--- src/rtl/cvs_pkg.sv ---
// Shared types for the character cell video serializer.
// Assumes: intensity is carried as a two-bit level code.
package cvs_pkg;
    typedef enum logic [1:0] {
        INT_OFF  = 2'b00,
        INT_LOW  = 2'b01,
        INT_NORM = 2'b10
    } intensity_e;
endpackage

--- src/rtl/cvs_line_policy.sv ---
// Decides, for one character on one scan line, which dot row to show and
// at which intensity. It applies mode blanking, graphics suppression with
// low-intensity fill, and the extended-line rule.
// Assumes: glyph_row_i is the lookup answer for the same code and line.
// clk and rst_n are used only by the assertions.
module cvs_line_policy
    import cvs_pkg::*;
#(
    parameter int DOTS          = 7,
    parameter int LINES         = 10,
    parameter int PRIMARY_LINES = 8,
    parameter int NARROW_LINES  = 2,
    parameter int CODE_W        = 8,
    parameter int LINE_W        = 4
) (
    input  logic              clk,
    input  logic              rst_n,
    input  logic [CODE_W-1:0] code_i,
    input  logic [LINE_W-1:0] line_i,
    input  logic              wide_mode_i,
    input  logic              gfx_en_i,
    input  logic [DOTS-1:0]   glyph_row_i,
    output logic [DOTS-1:0]   row_o,
    output intensity_e        level_o
);
    localparam logic [LINE_W-1:0] CELL_END   = LINE_W'(LINES);
    localparam logic [LINE_W-1:0] PRIM_END   = LINE_W'(PRIMARY_LINES);
    localparam logic [LINE_W-1:0] NARROW_END = LINE_W'(NARROW_LINES);

    logic is_gfx;
    logic line_shown;
    logic line_extended;

    // Classify the character and the scan line.
    always_comb begin
        is_gfx        = code_i[CODE_W-1];
        line_shown    = wide_mode_i ? (line_i < CELL_END) : (line_i < NARROW_END);
        line_extended = (line_i >= PRIM_END);
    end

    // Pick the row and intensity, highest-priority rule first.
    always_comb begin
        if (!line_shown) begin
            row_o   = '0;
            level_o = INT_OFF;
        end else if (is_gfx && !gfx_en_i) begin
            row_o   = '1;
            level_o = INT_LOW;
        end else if (line_extended && !is_gfx) begin
            row_o   = '0;
            level_o = INT_OFF;
        end else begin
            row_o   = glyph_row_i;
            level_o = INT_NORM;
        end
    end

    // Lines past the cell must come out dark.
    assert_cell_blank_R9: assert property (@(posedge clk) disable iff (!rst_n)
        (line_i >= CELL_END) |-> (level_o == INT_OFF && row_o == '0));

    // The low-intensity level always carries a fully lit row.
    assert_low_fill_R7: assert property (@(posedge clk) disable iff (!rst_n)
        (level_o == INT_LOW) |-> (row_o == '1));

    // Text characters are never at normal intensity on extended lines.
    assert_text_extended_R5: assert property (@(posedge clk) disable iff (!rst_n)
        (!code_i[CODE_W-1] && line_i >= PRIM_END) |-> (level_o == INT_OFF));

    // The small-format mode shows nothing past its short window.
    assert_narrow_blank_R8: assert property (@(posedge clk) disable iff (!rst_n)
        (!wide_mode_i && line_i >= NARROW_END) |-> (level_o == INT_OFF));
endmodule

--- src/rtl/cvs_shifter.sv ---
// Parallel-load shift register with a dot counter. It sends the captured
// row out leftmost first, one dot per clock, and goes dark after the last dot.
// Assumes: row_i bit DOTS-1 is the leftmost dot; a load restarts the row.
module cvs_shifter
    import cvs_pkg::*;
#(
    parameter int DOTS = 7
) (
    input  logic            clk,
    input  logic            rst_n,
    input  logic            load_i,
    input  logic [DOTS-1:0] row_i,
    input  intensity_e      level_i,
    output logic            dot_o,
    output intensity_e      level_o
);
    localparam int CNT_W = $clog2(DOTS + 1);
    localparam logic [CNT_W-1:0] FULL = CNT_W'(DOTS);

    logic [DOTS-1:0]  shreg;
    logic [CNT_W-1:0] remain;
    intensity_e       held_level;

    // Load a new row, or shift one dot per clock while dots remain.
    always_ff @(posedge clk) begin
        if (!rst_n) begin
            shreg      <= '0;
            remain     <= '0;
            held_level <= INT_OFF;
        end else if (load_i) begin
            shreg      <= row_i;
            remain     <= FULL;
            held_level <= level_i;
        end else if (remain != '0) begin
            shreg  <= {shreg[DOTS-2:0], 1'b0};
            remain <= remain - 1'b1;
        end
    end

    // Drive the current dot and level; dark once the row is used up.
    always_comb begin
        dot_o   = shreg[DOTS-1] && (remain != '0);
        level_o = (remain != '0) ? held_level : INT_OFF;
    end

    // A load always fills the dot counter.
    assert_load_fills_R3: assert property (@(posedge clk) disable iff (!rst_n)
        load_i |=> (remain == FULL));

    // Each shift exposes the dot that was next in line.
    assert_shift_order_R3: assert property (@(posedge clk) disable iff (!rst_n)
        (!load_i && remain > CNT_W'(1)) |=> (dot_o == $past(shreg[DOTS-2])));

    // After the final dot, the output goes dark.
    assert_row_end_dark_R3: assert property (@(posedge clk) disable iff (!rst_n)
        (!load_i && remain == CNT_W'(1)) |=> (!dot_o && level_o == INT_OFF));

    // A reload starts from the new row's leftmost dot.
    assert_reload_start_R10: assert property (@(posedge clk) disable iff (!rst_n)
        load_i |=> (dot_o == $past(row_i[DOTS-1]) && level_o == $past(level_i)));
endmodule

--- src/rtl/cell_video_serializer.sv ---
// Top of the character cell video serializer. It presents the glyph
// address, applies the display rules to the returned row, and serializes it.
// Assumes: the glyph lookup is combinational and answers in the same cycle.
module cell_video_serializer
    import cvs_pkg::*;
#(
    parameter int DOTS          = 7,
    parameter int LINES         = 10,
    parameter int PRIMARY_LINES = 8,
    parameter int NARROW_LINES  = 2,
    parameter int CODE_W        = 8,
    parameter int LINE_W        = $clog2(LINES + 1)
) (
    input  logic              clk,
    input  logic              rst_n,
    input  logic              load_i,
    input  logic [CODE_W-1:0] char_code_i,
    input  logic [LINE_W-1:0] scan_line_i,
    input  logic              wide_mode_i,
    input  logic              gfx_en_i,
    output logic [CODE_W-2:0] glyph_idx_o,
    output logic [LINE_W-1:0] glyph_line_o,
    input  logic [DOTS-1:0]   glyph_row_i,
    output logic              dot_o,
    output logic [1:0]        intensity_o
);
    logic [DOTS-1:0] shown_row;
    intensity_e      shown_level;
    intensity_e      out_level;

    // Glyph address: index bits of the code plus the scan line.
    always_comb begin
        glyph_idx_o  = char_code_i[CODE_W-2:0];
        glyph_line_o = scan_line_i;
    end

    cvs_line_policy #(
        .DOTS          (DOTS),
        .LINES         (LINES),
        .PRIMARY_LINES (PRIMARY_LINES),
        .NARROW_LINES  (NARROW_LINES),
        .CODE_W        (CODE_W),
        .LINE_W        (LINE_W)
    ) i_policy (
        .clk         (clk),
        .rst_n       (rst_n),
        .code_i      (char_code_i),
        .line_i      (scan_line_i),
        .wide_mode_i (wide_mode_i),
        .gfx_en_i    (gfx_en_i),
        .glyph_row_i (glyph_row_i),
        .row_o       (shown_row),
        .level_o     (shown_level)
    );

    cvs_shifter #(
        .DOTS (DOTS)
    ) i_shifter (
        .clk     (clk),
        .rst_n   (rst_n),
        .load_i  (load_i),
        .row_i   (shown_row),
        .level_i (shown_level),
        .dot_o   (dot_o),
        .level_o (out_level)
    );

    // Export the level as its raw two-bit code.
    always_comb intensity_o = out_level;

    // Only the three defined intensity codes reach the port.
    assert_level_legal_R11: assert property (@(posedge clk) disable iff (!rst_n)
        intensity_o != 2'b11);

    // A lit dot never comes with the off level.
    assert_dot_has_level_R3: assert property (@(posedge clk) disable iff (!rst_n)
        dot_o |-> (intensity_o != 2'b00));
endmodule

--- config.mk ---
export PLATFORM = sky130hd
export DESIGN_NAME = cell_video_serializer
export DESIGN_NICKNAME = d
export VERILOG_FILES = /design/src/rtl/cvs_pkg.sv /design/src/rtl/cvs_line_policy.sv /design/src/rtl/cvs_shifter.sv /design/src/rtl/cell_video_serializer.sv
export SDC_FILE = /design/constraint.sdc
export NUM_CORES = 1
export LEC_CHECK = 0
export BUFFER_PORTS_ARGS = -buffer_cell sky130_fd_sc_hd__buf_4
export CAP_MARGIN = 20
export CORE_UTILIZATION = 43
export CTS_CLUSTER_SIZE = 16
export DETAILED_ROUTE_END_ITERATION = 8
export GPL_TIMING_DRIVEN = 0
export PLACE_DENSITY_LB_ADDON = 0.12
export SLEW_MARGIN = 10
export SYNTH_ARGS = -nofsm -noshare
export SYNTH_HDL_FRONTEND = slang
export SYNTH_SLANG_ARGS = --single-unit
--- constraint.sdc ---
create_clock -name clk -period 2.46 [get_ports clk]
set_clock_uncertainty 0.1 [all_clocks]
set_input_delay 0.492 -clock clk [delete_from_list [all_inputs] [get_ports clk]]
set_output_delay 0.492 -clock clk [all_outputs]
set_load 0.005 [all_outputs]
# ---- After elaboration in Yosys (flattened, before gate mapping)
# Cells that the tools add are included.
# W data, S select, Z words.
dict set report word_totals {
  register_bits 12
  inputBits 24
  output_inout_bits 14
}
dict set report op_classes {
  addsub 1
  order_cmp 3
  muxes 12
  n_reduce_logical 7
}
# cell count
set op_table {}
lappend op_table {{$mux W7} 5}
lappend op_table {{$mux W2} 4}
lappend op_table {{$mux W3} 2}
lappend op_table {{$ge A4 B4 Y1 const B} 1}
lappend op_table {{$lt A4 B2 Y1 const B} 1}
lappend op_table {{$lt A4 B4 Y1 const B} 1}
lappend op_table {{$logic_and A1 B1 Y1} 3}
lappend op_table {{$reduce_bool A3 Y1} 1}
lappend op_table {{$sub A3 B1 Y3 const B} 1}
lappend op_table {{$logic_not A1 Y1} 2}
lappend op_table {{$reduce_bool A2 Y1} 1}
lappend op_table {{$mux W1} 1}

# ---- Logic depth before layout (Yosys ltp)
# Gate-level depths: netlist of the first run.
dict set report depth {
  word_depth 6
  mapped_depth 6
  mapped_depth_nobuf 5
}

# ---- Cells and area by module
# Synthesis of the first run repeated with hierarchy kept, for this count alone.
dict set report hier_totals {
  hier_cells 100
  hier_area_um2 829.5
}
# mod n_inst cells_each area_each_um2 seq_area_each_um2
set by_module_without_submodules {}
lappend by_module_without_submodules {cvs_shifter 1 65 611.8 240.2}
lappend by_module_without_submodules {cvs_line_policy 1 24 135.1 0.0}
lappend by_module_without_submodules {cell_video_serializer 1 11 82.6 0.0}

# ---- Worst setup path before layout of the first run
# Ideal clock, no wire load.
dict set report synth_path {
  path_type {reg-to-output}
  from {register i_shifter.remain[0]}
  to {output dot_o}
  arrival_time_ps 1028
  path_slack_ps 840
  path_stages_with_launch 6
  path_cell_list {dfxtp_1 -> inv_1 -> ha_1 -> nand2b_4 -> buf_6 -> and2_2}
}
dict set report synth_via {
  elab_chain_cells 2
}
# item line
set synth_rtl {}
lappend synth_rtl {{start, declared} cvs_shifter.sv:21} ;# logic [CNT_W-1:0] remain;
lappend synth_rtl {{start signal, assigned} cvs_shifter.sv:36} ;# remain <= remain - 1'b1;
lappend synth_rtl {{$reduce_bool A3 Y1} cvs_shifter.sv:42} ;# dot_o = shreg[DOTS-1] && (remain != '0);
lappend synth_rtl {{$logic_and A1 B1 Y1} cvs_shifter.sv:42}
lappend synth_rtl {{end, declared} cell_video_serializer.sv:24} ;# output logic dot_o,
# No other way between the ends.

# ---- Worst setup path after layout of the first run
dict set report layout_path {
  from {register i_shifter.remain[0]}
  to {output intensity_o[1]}
}
dict set report layout_via {
  elab_chain_cells 2
}
# item line
set layout_rtl {}
lappend layout_rtl {{$reduce_bool A3 Y1} cvs_shifter.sv:43} ;# level_o = (remain != '0) ? held_level : INT_OFF;
lappend layout_rtl {{$mux W2} cvs_shifter.sv:43}
lappend layout_rtl {{end, declared} cell_video_serializer.sv:25} ;# output logic [1:0] intensity_o
# No other way between the ends.

==> metrics, run 1 <==
DP Worst Slack approximately 620 ps; syn_nets 110; f_max about 0.47 GHz; Final Slew Violations 0; Critical Path Source i_shifter.remain[0]; Worst Tran Pin Value ~300 ps; die area 1987 um2; Worst-path clk slew approximately 80 ps; Max Root-Sink Buffers 2; Final Cycle Share 0.8679; Post-DRT Antenna Nets 0; P&R area growth vs syn 36.60%; via count 691; unrepaired setup endpoints after global routing false; H-tree Lvls 1; MaxCap Viol Count 0; first-pass GRT wire length around 2600 um; routed len/inst 10.96 um; slew margin rel. 0.7957; vias in the first global route ~670; top post-synthesis cells by area dfxtp_1 31%, buf_4 11%, and3b_2 7.7%; nets roughly 140; post-CTS resize count 0; top cell type's share of synthesized area 0.3082; # setup viols final 0; Layout fillers 162; Setup Crit Path Kind reg2out; HP Class reg2reg; Placeable Area between 1500 and 2000 um2; synth unique cells 29; minimum clock period 2135 ps; root buffer cell clkbuf_4; initial antenna violation count 0; gr usage total 0.1717; Inserted Clock Buffers 3; share of layout cells above drive strength 1 0.5214; Initial Utilization 0.4564; status complete, no violations; crit path max fanout 10; Antenna Cells 0; CTS tree done; number of remaining DRC errors 0; Critical Path, Cell by Cell inv_1, ha_1, nand2b_4, buf_6, and2_2, buf_4; worst setup margin roughly 320 ps; Port Buf Inserts 29; postcts setup bufs 0; GP Congestion about 0.75; cell area after synthesis ~780 um2; CP Capture Point intensity_o[1]; Final Hold Viols 0; R2R Setup Slk 970 ps; worst reg2reg path depth 6; sequential share of the synthesized area 0.3082; drt total wl about 1600 um; Remaining Overflow, GRT 0; DRT iter0 DRCs 8; clock latency on the worst-skew pair approximately 270 ps; static leakage approximately 0.5 nW; VDD IR-drop max around 0.22 mV; Synth Instances 84; worst r2r dst i_shifter.shreg[2]; PD cells about 490 nW/um2; setup TNS 0 ps; die width roughly 45 um; Largest stage delay, worst path 320 ps; pin count of the biggest net entering global routing 11; vias per inst approximately 5; critical path arrival between 1500 and 2000 ps; Critical-path top delay cell dfxtp_1; row count 15; area leader, netlist dfxtp_1; Synth Area per Inst about 9.3 um2; Crit. End Element output port; synthesis-stage register bit count 12; Hold Buf Count CTS 0; synth warn 0; DRT Pass-1 Iters 2; Worst Path Required 1870 ps; Detailed Place HPWL 1208 um; I/O Pins 38; total clock sinks 12; Die Span Y roughly 45 um; Worst Setup Start Kind register; Worst R2R Start i_shifter.remain[0]
-- cell usage after synthesis, drive strengths merged --
library cell and instances:
a211oi 9, a21bo 1, a21oi 4, a221oi 1
and2 3, and2b 2, and3b 6, buf 13
clkbuf 1, clkinv 1, dfxtp 12, ha 2
inv 3, mux2 1, mux2i 2, nand2b 3
nand3 1, nor2 2, nor3 7, nor4 6
o211ai 1, o21ai 1, o22ai 1, xnor2 1
-- cell usage in the layout, fill, tap and decap left out --
master,n
nor4_1,6
clkbuf_8,1
and2b_1,2
clkinv_1,1
xnor2_1,1
a21oi_1,4
buf_4,40
nor2_2,1
a211oi_1,8
and2_2,3
a211oi_4,1
mux2_4,1
inv_1,3
nor2_1,1
nand3_1,1
a21bo_2,1
nand2b_1,2
o21ai_0,1
o211ai_1,1
o22ai_1,1
buf_6,1
clkbuf_4,4
mux2i_1,2
buf_2,1
and3b_2,6
nor3_1,7
nand2b_4,1
dfxtp_1,12
ha_1,2
a221oi_1,1
-- cells by family (layout without fill, tap and decap cells) --
family | after synthesis | after routing | synth area share
simple gates | 30 | 30 | 0.2713
compound gates | 18 | 18 | 0.1766
buf+inv | 18 | 51 | 0.1557
flops | 12 | 12 | 0.3082
mux | 3 | 3 | 0.04494
fa+ha+maj | 2 | 2 | 0.03210
xor+xnor | 1 | 1 | 0.01124
-- stage by stage --
stage | power (mW) | hold slack [ps] | cell area (um2) | instances | util
after floorplan | 0.3195 | 372.4 | 779.5 | 84 | -
after global placement | 0.3724 | 385.5 | 1028 | 138 | 0.6022
after detailed placement | 0.3745 | 390.5 | 1028 | 138 | 0.6022
after CTS | 0.5355 | 393.2 | 1065 | 142 | 0.6234
after global routing | 0.5591 | 402.7 | 1065 | 142 | 0.6234
final | 0.5266 | 398.8 | 1065 | 142 | 0.6234
-- worst min path at each step --
stage / startpoint / endpoint / slack [ps] / cells after the start
after floorplan: i_shifter.shreg[0] / i_shifter.shreg[0] / 370 / 2
after global placement: i_shifter.shreg[0] / i_shifter.shreg[0] / 390 / 2
after detailed placement: i_shifter.shreg[0] / i_shifter.shreg[0] / 390 / 2
after CTS: rst_n / i_shifter.held_level[0] / 390 / 3
after global routing: rst_n / i_shifter.held_level[0] / 400 / 3
final: i_shifter.shreg[0] / i_shifter.shreg[0] / 400 / 2
-- where the power goes --
group / leakage [nW] / internal, mW / total, mW / switching (mW)
registers: 0.0992 / 0.209 / 0.218 / 0.00871
clock network: 0.0210 / 0.0899 / 0.158 / 0.0677
logic: 0.378 / 0.0887 / 0.151 / 0.0628
total: 0.499 / 0.387 / 0.527 / 0.139
-- critical path: cells and delay by family (launching register included) --
| family | cells | cell delay, ps |
|---|---|---|
| fa+ha+maj | 1 | 310 |
| buf+inv | 3 | 360 |
| flops | 1 | 320 |
| simple gates | 2 | 280 |
-- flip-flops by register name, summed over array words and instances (netlist names) --
name	cells
i_shifter.shreg	7
i_shifter.held_level	2
i_shifter.remain	3
-- final cells by class --
type | count | area [um2] | share of cell area
Clock buffer | 4 | 36.28 | 0.03408
Tap cell | 25 | 31.28 | 0.02938
Buffer | 14 | 106.4 | 0.09988
Timing Repair Buffer | 29 | 217.7 | 0.2045
Inverter | 4 | 15.01 | 0.01410
Multi-Input combinational cell | 54 | 417.9 | 0.3925
Sequential cell | 12 | 240.2 | 0.2256
-- metal layers --
metal / track usage / share of wire / up-vias
met2: 0.3088 / 0.47 / 30
met4: 0.05455 / 0 / 0
met1: 0.2084 / 0.47 / 296
met5: 0 / 0 / -
met3: 0.02449 / 0.058 / 0
li1: - / - / 365
(Power assumes the default switching activity.)
==> run 2: changes to the inputs <==
--- a/config.mk
+++ b/config.mk
@@ -7,11 +7,13 @@
 export LEC_CHECK = 0
 export BUFFER_PORTS_ARGS = -buffer_cell sky130_fd_sc_hd__buf_4
 export CAP_MARGIN = 20
+export CORE_MARGIN = 4
 export CORE_UTILIZATION = 43
 export CTS_CLUSTER_SIZE = 16
 export DETAILED_ROUTE_END_ITERATION = 8
 export GPL_TIMING_DRIVEN = 0
 export PLACE_DENSITY_LB_ADDON = 0.12
+export RECOVER_POWER = 100
 export SLEW_MARGIN = 10
 export SYNTH_ARGS = -nofsm -noshare
 export SYNTH_HDL_FRONTEND = slang
==> metrics, run 2 (synthesis results as in run 1) <==
post-CTS resize count 0; number of remaining DRC errors 0; HP Class reg2reg; Clock power frac 0.307; vias per inst roughly 5.2; vias in the first global route around 720; unrepaired setup endpoints after global routing false; Logic pwr share 0.276; clock latency on the worst-skew pair about 280 ps; status complete, no violations; Die Span Y approximately 51 um; critical path arrival approximately 1600 ps; most frequent cells in the layout 25 x buf_4, 18 x clkbuf_4, 12 x dfxtp_1; drt total wl between 1500 and 2000 um; pin count of the biggest net entering global routing 11; P&R area growth vs syn 34.83%; crit path max fanout 10; cell-internal power approximately 0.38 mW; first-pass GRT wire length between 2000 and 3000 um; gr usage total 0.1489; Crit. End Element output port; # setup viols final 0; die area 2558 um2; H-tree Lvls 1; root buffer cell clkbuf_4; Detailed Place HPWL roughly 1400 um; GP Congestion ~0.8; setup TNS 0 ps; slew margin rel. 0.7026; minimum clock period approximately 2100 ps; commonest non-fill, non-tap cell in the layout buf_4; Worst Tran Pin Value 446.1 ps; via count 734; Inserted Clock Buffers 3; Biggest register i_shifter.shreg; Max Root-Sink Buffers 2; initial antenna violation count 0; MaxCap Viol Count 0; Final Cycle Share 0.8715; Layout fillers between 150 and 200; sw frac 0.2712; I/O Pins 38; Post-DRT Antenna Nets 0; CTS tree done; max FFs per register 7; Sw Pwr between 0.1 and 0.15 mW; Placeable Area roughly 1700 um2; static leakage 0.4820 nW; DRT iter0 DRCs 2; share of layout cells above drive strength 1 0.4872; VDD IR-drop max about 0.23 mV; routed len/inst 12.36 um; DRT Pass-1 Iters 2; Flop pwr share 0.418; postcts setup bufs 0; Hold Buf Count CTS 0; Antenna Cells 0; utilization after layout 0.6087; Multi-input gate area a little over 400 um2; Worst Setup Start Kind register; Port Buf Inserts 29; row count 15; registers with the most flip-flops i_shifter.shreg x7, i_shifter.remain x3, i_shifter.held_level x2; Worst Path Required 1870 ps; PD cells approximately 500 nW/um2; die width 50.58 um; Final Slew Violations 0; Initial Utilization 0.4514; Setup Crit Path Kind reg2out; Remaining Overflow, GRT 0; Final Hold Viols 0; total clock sinks 12; nets about 140; Worst-path clk slew approximately 90 ps; Seq. cell area about 240 um2; f_max ~0.47 GHz
==> run 2: final timing paths <==
check | startpoint | end | slack, ps | cells past startpoint
max | i_shifter.remain[0] | intensity_o[1] | 320 | 6
min | i_shifter.shreg[0] | i_shifter.shreg[0] | 410 | 2
max reg2reg | i_shifter.remain[0] | i_shifter.shreg[4] | 960 | 6
min reg2reg | i_shifter.shreg[0] | i_shifter.shreg[0] | 410 | 2
==> run 2: power by group through the flow <==
stage | Clock [mW] | Sequential (mW) | Combinational, mW
after CTS | 0.160 | 0.218 | 0.155
final | 0.160 | 0.218 | 0.144
after global placement | 0 | 0.222 | 0.151
after detailed placement | 0 | 0.222 | 0.155
after global routing | 0.169 | 0.220 | 0.161
after floorplan | 0 | 0.220 | 0.0998
==> run 2: cell type report <==
type / instances / area share
clock buffers: 4 / 0.03452
repair buffers: 29 / 0.2036
inverters: 4 / 0.01429
well taps: 25 / 0.02976
plain buffers: 14 / 0.1000
multi-input cells: 54 / 0.3893
flip-flops and latches: 12 / 0.2286
==> run 2: worst max-delay path, stage by stage, from the launching register on <==
cell	delay, ps
dfxtp_1	330
inv_1	80
ha_1	290
nand2b_2	120
buf_6	150
and2_2	180
clkbuf_4	130
==> run 2: through the flow <==
stage / power [mW] / instance area [um2] / setup WS, ps / instances / hold slack, ps
CTS: 0.5330 / 1065 / 302.6 / 142 / 409.0
finish: 0.5214 / 1051 / 316.0 / 142 / 409.5
global route: 0.5497 / 1051 / 194.5 / 142 / 424.3
global placement: 0.3729 / 1028 / 617.1 / 138 / 384.7
floorplan: 0.3195 / 779.5 / 840.4 / 84 / 372.4
detailed placement: 0.3771 / 1028 / 609.2 / 138 / 398.6
==> run 2: per-layer routing <==
metal	wire length, um	vias to the layer above	part of all wire	track usage
met5	0	-	0	0
li1	-	367	-	-
met4	27	0	0.015	0.05381
met2	835	35	0.48	0.2652
met3	157	4	0.089	0.03858
met1	735	328	0.42	0.1691
==> run 3: changes to the inputs <==
--- a/config.mk
+++ b/config.mk
@@ -14,6 +14,7 @@
 export GPL_TIMING_DRIVEN = 0
 export PLACE_DENSITY_LB_ADDON = 0.12
 export RECOVER_POWER = 100
+export SKIP_CTS_REPAIR_TIMING = 1
 export SLEW_MARGIN = 10
 export SYNTH_ARGS = -nofsm -noshare
 export SYNTH_HDL_FRONTEND = slang
==> constraint.sdc (replaced) <==
create_clock -name clk -period 2.46 [get_ports clk]
set_clock_uncertainty 0.1 [all_clocks]
set_input_delay 0.492 -clock clk [delete_from_list [all_inputs] [get_ports clk]]
set_output_delay 0.492 -clock clk [all_outputs]
set_load 0.02 [all_outputs]
==> metrics, run 3 (synthesis results as in run 1) <==
setup TNS 0 ps; CTS tree done; first-pass GRT wire length about 2900 um; max FFs per register 7; hold_ws between 400 and 500 ps; Placeable Area around 1700 um2; most frequent cells in the layout 25 x buf_4, 16 x clkbuf_1, 12 x dfxtp_1; Crit. End Element output port; Initial Utilization 0.4514; I/O Pins 38; nets around 140; status complete, no violations; clock latency on the worst-skew pair between 200 and 300 ps; Worst Setup Start Kind register; Sw Pwr approximately 0.16 mW; Layout fillers ~180; Setup Crit Path Kind reg2out; H-tree Lvls 1; unrepaired setup endpoints after global routing false; total clock sinks 12; row count 15; Clock power frac 0.303; minimum clock period about 2200 ps; HP Class reg2reg; Remaining Overflow, GRT 0; cell-internal power 0.3718 mW; met3 usage 0.03858; sw frac 0.2950; worst reg2reg path depth 6; static leakage 0.4335 nW; root buffer cell clkbuf_4; slew margin rel. 0.7011; CP Capture Point dot_o; Antenna Cells 0; Biggest register i_shifter.shreg; most used routing layer met2; commonest non-fill, non-tap cell in the layout buf_4; worst setup margin between 200 and 300 ps; Final Cycle Share 0.8971; DRT Pass-1 Iters 2; Worst R2R Start i_shifter.remain[0]; GP Congestion approximately 0.78; critical path arrival 1610 ps; # setup viols final 0; gr usage total 0.1489; DP Worst Slack 586.6 ps; die area approximately 2600 um2; P&R area growth vs syn 28.09%; crit path max fanout 10; die width slightly above 50 um; Inserted Clock Buffers 3; routed len/inst ~12 um; vias per inst about 5.2; drt total wl around 1800 um; MaxCap Viol Count 0; Die Span Y 50.58 um; f_max between 0.4 and 0.5 GHz; via count 740; Worst-path clk slew about 90 ps; Worst Path Required about 1900 ps; Final Hold Viols 0; area post-placement around 1000 um2; number of remaining DRC errors 0; registers with the most flip-flops i_shifter.shreg x7, i_shifter.remain x3, i_shifter.held_level x2; worst r2r dst i_shifter.shreg[4]; design area ~1000 um2; share of layout cells above drive strength 1 0.3675; Worst Tran Pin Value between 400 and 500 ps; Post-DRT Antenna Nets 0; Max Root-Sink Buffers 2; R2R Setup Slk about 960 ps; PD cells between 500 and 600 nW/um2; Port Buf Inserts 29; initial antenna violation count 0; Final Slew Violations 0; VDD IR-drop max around 0.23 mV; Critical Path Source i_shifter.remain[0]; DRT iter0 DRCs 2; Flop pwr share 0.413; vias in the first global route just over 700; Detailed Place HPWL roughly 1400 um; pin count of the biggest net entering global routing 11; met1 usage 0.1691; met2 GRT Util 0.2652; Logic pwr share 0.284
-- run 3: cell count changes in the layout (fill, tap and decap cells not counted) --
cell,previous run,this run
clkbuf_4,18,4
clkbuf_1,2,16
-- run 3: critical path, stage by stage (launching register included) --
cell and delay [ps]:
dfxtp_1 350, inv_1 70, ha_1 280, nand2b_2 130, buf_6 150, and2_2 140
clkbuf_1 220
-- run 3: layout make-up --
| cell class | count | area, um2 | share of cell area |
|---|---|---|---|
| multi-input cells | 54 | 409.1 | 0.4098 |
| well taps | 25 | 31.28 | 0.03133 |
| repair buffers | 29 | 161.4 | 0.1617 |
| plain buffers | 14 | 105.1 | 0.1053 |
| inverters | 4 | 15.01 | 0.01504 |
| flip-flops and latches | 12 | 240.2 | 0.2406 |
| clock buffers | 4 | 36.28 | 0.03634 |
-- run 3: power by group through the flow --
stage / registers [mW] / clock network (mW) / logic [mW]
6_report: 0.218 / 0.160 / 0.150
5_1_grt: 0.220 / 0.169 / 0.167
4_1_cts: 0.218 / 0.160 / 0.170
3_5_place_dp: 0.222 / 0 / 0.170
3_3_place_gp: 0.222 / 0 / 0.166
2_1_floorplan: 0.220 / 0 / 0.115
-- run 3: how the worst min path moves through the flow --
stage	from	slack [ps]	endpoint	cells after the start
floorplan	i_shifter.shreg[0]	370	i_shifter.shreg[0]	2
global placement	i_shifter.shreg[0]	380	i_shifter.shreg[0]	2
detailed placement	i_shifter.shreg[0]	400	i_shifter.shreg[0]	2
CTS	i_shifter.shreg[0]	410	i_shifter.shreg[0]	2
global route	i_shifter.shreg[0]	420	i_shifter.shreg[0]	2
finish	i_shifter.shreg[0]	410	i_shifter.shreg[0]	2
-- run 3: routing by layer --
metal	part of all wire	wire length (um)	vias up
met4	0.015	27	0
li1	-	-	367
met2	0.47	832	35
met3	0.096	170	4
met5	0	0	-
met1	0.42	732	334
-- run 3: through the flow --
step	utilization	instances	total power, mW
detailed placement	0.5957	138	0.3920
CTS	0.6167	142	0.5479
global route	0.5783	142	0.5558
finish	0.5783	142	0.5274
global placement	0.5957	138	0.3878
floorplan	-	84	0.3345
